$ cat config.mk
export PLATFORM = sky130hd
export DESIGN_NAME = syncser_xcvr
export DESIGN_NICKNAME = d
export VERILOG_FILES = /design/src/rtl/syncser_pkg.sv /design/src/rtl/syncser_sync.sv /design/src/rtl/syncser_tick_gen.sv /design/src/rtl/syncser_xcvr.sv
export SDC_FILE = /design/constraint.sdc
export NUM_CORES = 1
export LEC_CHECK = 0
export ABC_AREA = 1
export CAP_MARGIN = 30
export CORE_AREA = 2 2 86 88
export CTS_BUF_LIST = sky130_fd_sc_hd__clkbuf_8 sky130_fd_sc_hd__clkbuf_16
export CTS_CLUSTER_SIZE = 8
export DETAILED_ROUTE_END_ITERATION = 10
export DIE_AREA = 0 0 88 90
export PLACE_DENSITY = 0.66
export SLEW_MARGIN = 20
export SYNTH_ARGS = -nofsm -noshare
export SYNTH_HDL_FRONTEND = slang
export SYNTH_SLANG_ARGS = --single-unit
export TNS_END_PERCENT = 5
$ cat constraint.sdc
create_clock -name clk -period 3.3 [get_ports clk]
set_input_delay 0.33 -clock clk [delete_from_list [all_inputs] [get_ports clk]]
set_output_delay 0.33 -clock clk [all_outputs]
set_load 0.02 [all_outputs]
$ cat src/rtl/syncser_pkg.sv
package syncser_pkg;

    typedef enum logic [1:0] {
        ST_IDLE  = 2'd0,
        ST_SHIFT = 2'd1,
        ST_GAP   = 2'd2
    } xfer_state_e;

    localparam logic [1:0] ROLE_MASTER = 2'b00;
    localparam logic [1:0] ROLE_SLAVE  = 2'b01;
    localparam logic [1:0] LINE_PLAIN  = 2'b00;
    localparam logic [1:0] LINE_RESET  = 2'b11;

endpackage

$ cat src/rtl/syncser_sync.sv
module syncser_sync #(
    parameter int          W       = 1,
    parameter int          STAGES  = 2,
    parameter logic [W-1:0] RST_VAL = '1
) (
    input  logic         clk,
    input  logic         rst_n,
    input  logic [W-1:0] d_i,
    output logic [W-1:0] q_o
);
    logic [W-1:0] stg_q [STAGES];

    for (genvar g = 0; g < STAGES; g++) begin : g_stage
        always_ff @(posedge clk or negedge rst_n) begin
            if (!rst_n) begin
                stg_q[g] <= RST_VAL;
            end else if (g == 0) begin
                stg_q[g] <= d_i;
            end else begin
                stg_q[g] <= stg_q[(g > 0) ? g - 1 : 0];
            end
        end
    end

    assign q_o = stg_q[STAGES-1];
endmodule

$ cat src/rtl/syncser_tick_gen.sv
module syncser_tick_gen #(
    parameter int TMR_W   = 8,
    parameter int PRE_DIV = 2
) (
    input  logic             clk,
    input  logic             rst_n,
    input  logic             run,
    input  logic [TMR_W-1:0] reload,
    output logic             toggle
);
    localparam int PW = (PRE_DIV > 1) ? $clog2(PRE_DIV) : 1;

    typedef struct packed {
        logic [PW-1:0]    pre;
        logic [TMR_W-1:0] tmr;
    } tick_t;

    tick_t t_d, t_q;
    logic  pre_tick;

    always_comb begin
        t_d      = t_q;
        pre_tick = (t_q.pre == PW'(PRE_DIV - 1));
        toggle   = run && pre_tick && (t_q.tmr == '0);
        if (!run) begin
            t_d.pre = '0;
            t_d.tmr = reload;
        end else begin
            t_d.pre = pre_tick ? '0 : t_q.pre + 1'b1;
            if (pre_tick) begin
                t_d.tmr = (t_q.tmr == '0) ? reload : t_q.tmr - 1'b1;
            end
        end
    end

    always_ff @(posedge clk or negedge rst_n) begin
        if (!rst_n) t_q <= '0;
        else        t_q <= t_d;
    end
endmodule

$ cat src/rtl/syncser_xcvr.sv
module syncser_xcvr
    import syncser_pkg::*;
#(
    parameter int DATA_W  = 8,
    parameter int TMR_W   = 8,
    parameter int PRE_DIV = 2
) (
    input  logic              clk,
    input  logic              rst_n,
    input  logic              cfg_we,
    input  logic [1:0]        cfg_xfer_mode,
    input  logic [1:0]        cfg_line_mode,
    input  logic [TMR_W-1:0]  cfg_reload,
    input  logic              tx_en,
    input  logic              rx_en,
    input  logic              tx_load,
    input  logic [DATA_W-1:0] tx_data,
    output logic              tx_pend,
    output logic [DATA_W-1:0] rx_data,
    output logic              xfer_done,
    output logic              busy,
    input  logic              sin_i,
    output logic              sout_o,
    input  logic              sclk_n_i,
    output logic              sclk_n_o,
    output logic              sclk_oe,
    input  logic              rdy_n_i,
    output logic              rdy_n_o
);
    localparam int CW = (DATA_W > 1) ? $clog2(DATA_W) : 1;
    localparam int FW = 4 + TMR_W;

    typedef struct packed {
        xfer_state_e       st;
        logic [1:0]        xfer;
        logic [1:0]        line;
        logic [TMR_W-1:0]  reload;
        logic [DATA_W-1:0] txbuf;
        logic              txfull;
        logic [DATA_W-1:0] sh;
        logic [CW-1:0]     cnt;
        logic              sclk;
        logic              sclk_prev;
        logic              sout;
        logic [DATA_W-1:0] rx;
        logic              done;
    } regs_t;

    regs_t r_d, r_q;

    logic [2:0]    pins_s;
    logic          rdy_s, sclk_s, sin_s;
    logic          is_master, is_slave, tog, run_tmr;
    logic          fall_e, rise_e;
    logic [FW-1:0] cfg_flat;

    syncser_sync #(.W(3), .STAGES(2), .RST_VAL(3'b111)) i_sync (
        .clk   (clk),
        .rst_n (rst_n),
        .d_i   ({rdy_n_i, sclk_n_i, sin_i}),
        .q_o   (pins_s)
    );
    assign {rdy_s, sclk_s, sin_s} = pins_s;

    assign is_master = (r_q.xfer == ROLE_MASTER) && (r_q.line == LINE_PLAIN);
    assign is_slave  = (r_q.xfer == ROLE_SLAVE)  && (r_q.line == LINE_PLAIN);
    assign run_tmr   = is_master && (r_q.st != ST_IDLE);
    assign cfg_flat  = {r_q.xfer, r_q.line, r_q.reload};

    syncser_tick_gen #(.TMR_W(TMR_W), .PRE_DIV(PRE_DIV)) i_tick (
        .clk    (clk),
        .rst_n  (rst_n),
        .run    (run_tmr),
        .reload (r_q.reload),
        .toggle (tog)
    );

    always_comb begin
        r_d           = r_q;
        r_d.done      = 1'b0;
        r_d.sclk_prev = sclk_s;
        fall_e        = 1'b0;
        rise_e        = 1'b0;

        if (cfg_we && !tx_en && !rx_en) begin
            r_d.xfer   = cfg_xfer_mode;
            r_d.line   = cfg_line_mode;
            r_d.reload = cfg_reload;
        end
        if (tx_load && tx_en && !r_q.txfull) begin
            r_d.txbuf  = tx_data;
            r_d.txfull = 1'b1;
        end

        unique case (r_q.st)
            ST_IDLE: begin
                r_d.sclk = 1'b1;
                if (is_master && tx_en && r_q.txfull && !rdy_s) begin
                    r_d.st     = ST_SHIFT;
                    r_d.sh     = r_q.txbuf;
                    r_d.txfull = 1'b0;
                    r_d.cnt    = '0;
                end else if (is_slave && ((tx_en && r_q.txfull) || (rx_en && !tx_en))) begin
                    r_d.st     = ST_SHIFT;
                    r_d.sh     = (tx_en && r_q.txfull) ? r_q.txbuf : '1;
                    r_d.txfull = r_q.txfull && !tx_en;
                    r_d.cnt    = '0;
                end
            end
            ST_SHIFT: begin
                if (is_master) begin
                    if (tog) r_d.sclk = ~r_q.sclk;
                    fall_e = tog && r_q.sclk;
                    rise_e = tog && !r_q.sclk;
                end else begin
                    fall_e = r_q.sclk_prev && !sclk_s;
                    rise_e = !r_q.sclk_prev && sclk_s;
                end
                if (fall_e) begin
                    r_d.sout = r_q.sh[0];
                end
                if (rise_e) begin
                    r_d.sh  = {sin_s, r_q.sh[DATA_W-1:1]};
                    r_d.cnt = r_q.cnt + 1'b1;
                    if (r_q.cnt == CW'(DATA_W - 1)) begin
                        r_d.done = 1'b1;
                        if (rx_en) r_d.rx = {sin_s, r_q.sh[DATA_W-1:1]};
                        r_d.st   = is_master ? ST_GAP : ST_IDLE;
                    end
                end
            end
            ST_GAP: begin
                if (tog) r_d.st = ST_IDLE;
            end
            default: r_d.st = ST_IDLE;
        endcase
    end

    always_ff @(posedge clk or negedge rst_n) begin
        if (!rst_n) begin
            r_q           <= '0;
            r_q.st        <= ST_IDLE;
            r_q.line      <= LINE_RESET;
            r_q.sclk      <= 1'b1;
            r_q.sclk_prev <= 1'b1;
            r_q.sout      <= 1'b1;
        end else begin
            r_q <= r_d;
        end
    end

    assign tx_pend   = r_q.txfull;
    assign rx_data   = r_q.rx;
    assign xfer_done = r_q.done;
    assign busy      = (r_q.st != ST_IDLE);
    assign sout_o    = r_q.sout;
    assign sclk_n_o  = r_q.sclk;
    assign sclk_oe   = (r_q.xfer == ROLE_MASTER);
    assign rdy_n_o   = !(is_slave && (r_q.st == ST_SHIFT));
endmodule

======== Yosys cells after proc, flatten, opt, wreduce, memory -nomap -nowiden ========
Index checks and enable logic that the tools add are counted.
cells by class
  bitwise gates (word level) .............. 1
  muxes and demuxes ....................... 27
  equality and inequality tests ........... 11
  reduce and logical (&&, ||, !) cells .... 41
  add/subtract/negate cells ............... 3
operators by type and width
  operator             number
  $mux 12              2
  $mux 8               3
  $pmux 12 s2          1
  $logic_and 1x1->1    21
  $mux 1               12
  $mux 2               6
  $mux 11              1
  $ne 2x2->1 const B   5
  $mux 9               1
  $logic_not 1->1      8
  $logic_not 8->1      1
  $reduce_and 4->1     2
  $sub 8x1->8 const B  1
  $logic_not 2->1      3
  $pmux 2 s3           1
  $reduce_and 3->1     2
  $eq 2x1->1 const B   2
  $reduce_bool 2->1    2
  $add 3x1->3 const B  1
  $eq 3x3->1 const B   1
  $ne 3x3->1 const B   1
  $eq 2x2->1 const B   1
  $ne 2x1->1 const B   1
  $reduce_and 2->1     1
  3 further kinds      3
word-level totals
  input port bits ......................... 29
  word-level logic and storage cells ...... 100
  output and inout bits ................... 15
  flip-flop bits (word level) ............. 61

======== Longest topological paths before layout ========
  depth after elaboration ................. 10
  mapped depth ............................ 12

======== Modules after synthesis ========
Synthesis repeated with hierarchy kept, for this count alone.
unflattened totals
  cells, all modules ...................... 358
  area total of the unflattened synthesis .. 3125.5 sq um
by module, submodules not included
  module            times used  sequential area each (sq um)  area each (sq um)  cells each
  syncser_xcvr      1           1157.4                        2303.5             258
  syncser_tick_gen  1           225.2                         641.9              91
  syncser_sync      1           157.7                         180.2              9

======== Worst setup path before layout ========
OpenSTA, ideal clock, no wires.
  kind .................................... register -> register
  from .................................... register r_q (netlist bit cfg_flat[11])
  to ...................................... register r_q (netlist bit rx_data[6])
  path slack .............................. 1.689 ns
  cell stages (with the launch flop) ...... 10
  arrival time ............................ 1.495 ns
  buffers on the path ..................... 1
  path through ............................ dfrtp_1 nor2_2 nand2_4 nor2_8 nand4_4 nand2_4 nand3_4 buf_6 nand2_2 o21ai_2
on the way
  longest elaborated chain between the ends .. 9
ends and longest elaborated chain
  element                              RTL line                source
  start: declaration                   syncser_xcvr.sv:49      regs_t r_d, r_q;
  start signal: assignment             syncser_xcvr.sv:148     r_q <= r_d;
  $logic_not 2->1 *                    n/a
  via sclk_oe                          syncser_xcvr.sv:26      output logic sclk_oe,
  $logic_and 1x1->1 *                  syncser_xcvr.sv:65      assign is_master = (r_q.xfer == ROLE_MASTER) && (r_q.line == LINE_PLAIN);
  $logic_and 1x1->1                    syncser_xcvr.sv:67      assign run_tmr = is_master && (r_q.st != ST_IDLE);
  $logic_and 1x1->1 (2 in series)      syncser_tick_gen.sv:24  toggle = run && pre_tick && (t_q.tmr == '0);
  $logic_and 1x1->1                    syncser_xcvr.sv:114     rise_e = tog && !r_q.sclk;
  $mux 1 *                             syncser_xcvr.sv:111     if (is_master) begin
  $mux 1 *                             syncser_xcvr.sv:95      unique case (r_q.st)
  $reduce_and 4->1 (no source line) *  n/a
The timed path passes the listed nets; every way through them passes the cells marked *. The select of a mux whose other input is x is not followed.
A chain may end at the register's enable or synchronous reset.

======== Worst setup path in the final report ========
  from .................................... register r_q[44] (netlist bit)
  to ...................................... output rdy_n_o
on the way
  longest elaborated chain between the ends .. 3
ends and longest elaborated chain
  element            RTL line             source
  $eq 2x1->1         syncser_xcvr.sv:159  assign rdy_n_o = !(is_slave && (r_q.st == ST_SHIFT));
  $logic_and 1x1->1  syncser_xcvr.sv:159
  $logic_not 1->1    syncser_xcvr.sv:159
  end: declaration   syncser_xcvr.sv:28   output logic rdy_n_o
Every way passes these cells.

==> results_dict.tcl <==
set metrics [dict create \
    status "completed" \
    place_hpwl_um 4110 \
    skew_ns 0.00647 \
    final_common_cell "nand2_1" \
    dr.first_iter.drc_count 175 \
    syn_to_final_growth_pct 21.0 \
    rows 31 \
    syn_area_per_cell_um2 8.86 \
    critPathTopFamily "buffers and inverters" \
    htree_levels 3 \
    mostFrequentLayoutCells "nand2_1 (87), dfrtp_1 (50), clkdlybuf4s50_1 (42), inv_1 (37), nor2_1 (27)" \
    synth_nets 377 \
    cts_root_buf "clkbuf_8" \
    design_area_um2 3690 \
    timing.rr.end "r_q[13]$_DFFE_PN0P_" \
    grt_pass1_wl_um 10100 \
    cp_max_fo 22 \
    slew_headroom_pct 50.7 \
    cts_setup_buffers 0 \
    ant_nets 0 \
    cts_sinks 61 \
    synth_top_flop_cell "dfrtp_1" \
    p_leak_uw 0.00169 \
    coreArea_um2 7020 \
    rrSetupSlack_ns 1.52 \
    ios 44 \
    async_reset_ff_share_pct 100 \
    placed_area_um2 3490 \
    netlist_instances 344 \
    synth-edff-count 0 \
    die_y_um 90 \
    slowest_delay_ns 0.57 \
    die_w_um 88 \
    grt_usage_pct 16.2 \
    drive_gt1_share_pct 17.8 \
    r2r-start "r_q[44]$_DFFE_PN0P_" \
    grt_max_degree 35 \
    rsz0062_at_grt "no" \
    cts_tree "yes" \
    nets 416 \
    cts_resized 0 \
    clockBufferDepth 2 \
    setup_viol 0 \
    diodes 0 \
    layoutNonFillerInstCount 487 \
    ir_drop_v 0.000311 \
    maxCapViolCount 0 \
    clk_pin_slew_ns 0.07 \
    place_inst 471 \
    powerDensity_nw_per_um2 494 \
    yosysWarningCount 0 \
    max_clock_freq_mhz 425 \
    cts-buffers-inserted 9 \
    drc 0 \
    firstDrtPassIters 4 \
    seq_area_frac_synth_pct 50.5 \
    hold_viol 0 \
    wl_per_cell_um 11.5 \
    postRouteWirelength_um 5610 \
    hold_path.class "in -> async" \
    synth_cell_types 34 \
    grt_pass1_vias 2152 \
    power_uw 1820 \
    fillerInstances 679 \
    ys_ff_latch 61 \
    drv_slew 0 \
    worstPathRequired_ns 2.97 \
    critPathKind "reg -> out" \
    critical_path_buf_inv_count 2 \
    antenna_found_initial 0 \
    start_kind "register" \
    start_util_pct 43.4 \
    crit_path_end_kind "output port" \
    holdBufCountCts 0 \
    period_minus_slack_ns 2.35 \
    worst_pin_slew_ns 0.740 \
    die-area_um2 7920 \
    routed_via_density 4.69 \
    r2r_cells 6 \
    cp_slowest_cell "clkdlybuf4s50_1" \
    num_vias 2283 \
    io_buffers 43 \
    postLayoutCoreUtil_pct 52.5 \
    critPathArrivalTime_ns 2.02 \
    setup_tns_ns 0 \
    overflow 0 \
    crit_chain "inv_2, nor2_4, nand3_1, clkdlybuf4s50_1" \
    synth.cell_area_um2 3050 \
    period_share_pct 71.3 \
    insertion_delay_ns 0.35 \
    gp_congestion 0.863 \
]
-- sequential cells by signal, summed over array words and instances, names as in the netlist --
| signal | count |
|---|---|
| i_tick.t_q | 8 |
| sclk_n_o | 1 |
| sout_o | 1 |
| tx_pend | 1 |
| i_sync.stg_q | 3 |
| i_tick.pre_tick | 1 |
| xfer_done | 1 |
| cfg_flat | 12 |
| rx_data | 8 |
| i_sync.q_o | 3 |
| r_q | 22 |
-- cell families after synthesis --
kind of cell	count (synthesis)	share of synthesized area, %
buffers and inverters	59	9.36
muxes	11	4.06
DFF	61	50.5
adders and majority gates	4	1.64
and+or+nand+nor	158	24.6
xor gates and xnor gates	1	0.287
AOI/OAI and AO/OA	50	9.48
-- per-stage QoR --
step / hold WS (ns) / setup WS [ns]
2_1_floorplan: 0.0344 / 1.69
3_3_place_gp: 0.346 / 1.35
3_5_place_dp: 0.347 / 1.33
4_1_cts: 0.0619 / 0.923
5_1_grt: 0.106 / 0.792
6_report: 0.0396 / 0.947
-- metal layers --
layer	vias to the layer above	routed length, µm	track usage (%)
met1	1039	2870	24.8
met4	0	60	6.15
met3	5	326	5.05
met5	-	0	0
li1	1172	-	-
met2	67	2350	21.3
-- layout make-up --
class / instances / area, µm² / area share (%)
well taps: 99 / 124 / 3.36
clock buffers: 9 / 124 / 3.36
inverters: 42 / 161 / 4.38
clock inverters: 7 / 75.1 / 2.04
repair buffers: 45 / 440 / 11.9
flip-flops and latches: 61 / 1540 / 41.8
multi-input cells: 224 / 1220 / 33.2
-- how the worst max path moves through the flow --
stage / slack, ns / depth (start not counted) / to / startpoint
2_1_floorplan: 1.69 / 9 / rx_data[6]$_DFFE_PN0P_ / cfg_flat[11]$_DFFE_PN0P_
3_3_place_gp: 1.35 / 4 / rdy_n_o / r_q[44]$_DFFE_PN0P_
3_5_place_dp: 1.33 / 4 / rdy_n_o / r_q[44]$_DFFE_PN0P_
4_1_cts: 0.92 / 4 / rdy_n_o / r_q[44]$_DFFE_PN0P_
5_1_grt: 0.79 / 4 / rdy_n_o / r_q[44]$_DFFE_PN0P_
6_report: 0.95 / 4 / rdy_n_o / r_q[44]$_DFFE_PN0P_
-- worst register-to-register path: stages (launching register included) --
cell and delay (ns):
dfrtp_1 0.44, inv_2 0.09, nor2_4 0.40, nand3_2 0.35, nand2_2 0.29, nand2_1 0.08
nand2_1 0.07
-- Yosys cell counts (all sizes together), types with 4 or more instances --
cell | count | area share, %
o21ai | 25 | 5.1
nand4 | 4 | 1.3
mux2 | 11 | 4.1
ha | 4 | 1.6
nor2 | 32 | 5.1
nand2 | 93 | 12
buf | 16 | 3.9
dfrtp | 50 | 41
inv | 41 | 5.1
nand3 | 24 | 4.7
a21oi | 20 | 3.3
dfstp | 11 | 9.5
-- where the power goes --
part | internal [µW] | leakage, µW | switching, µW
clock network | 350 | 0.0000918 | 316
registers | 829 | 0.000718 | 46.7
logic | 120 | 0.000879 | 159
(Power assumes the default switching activity.)
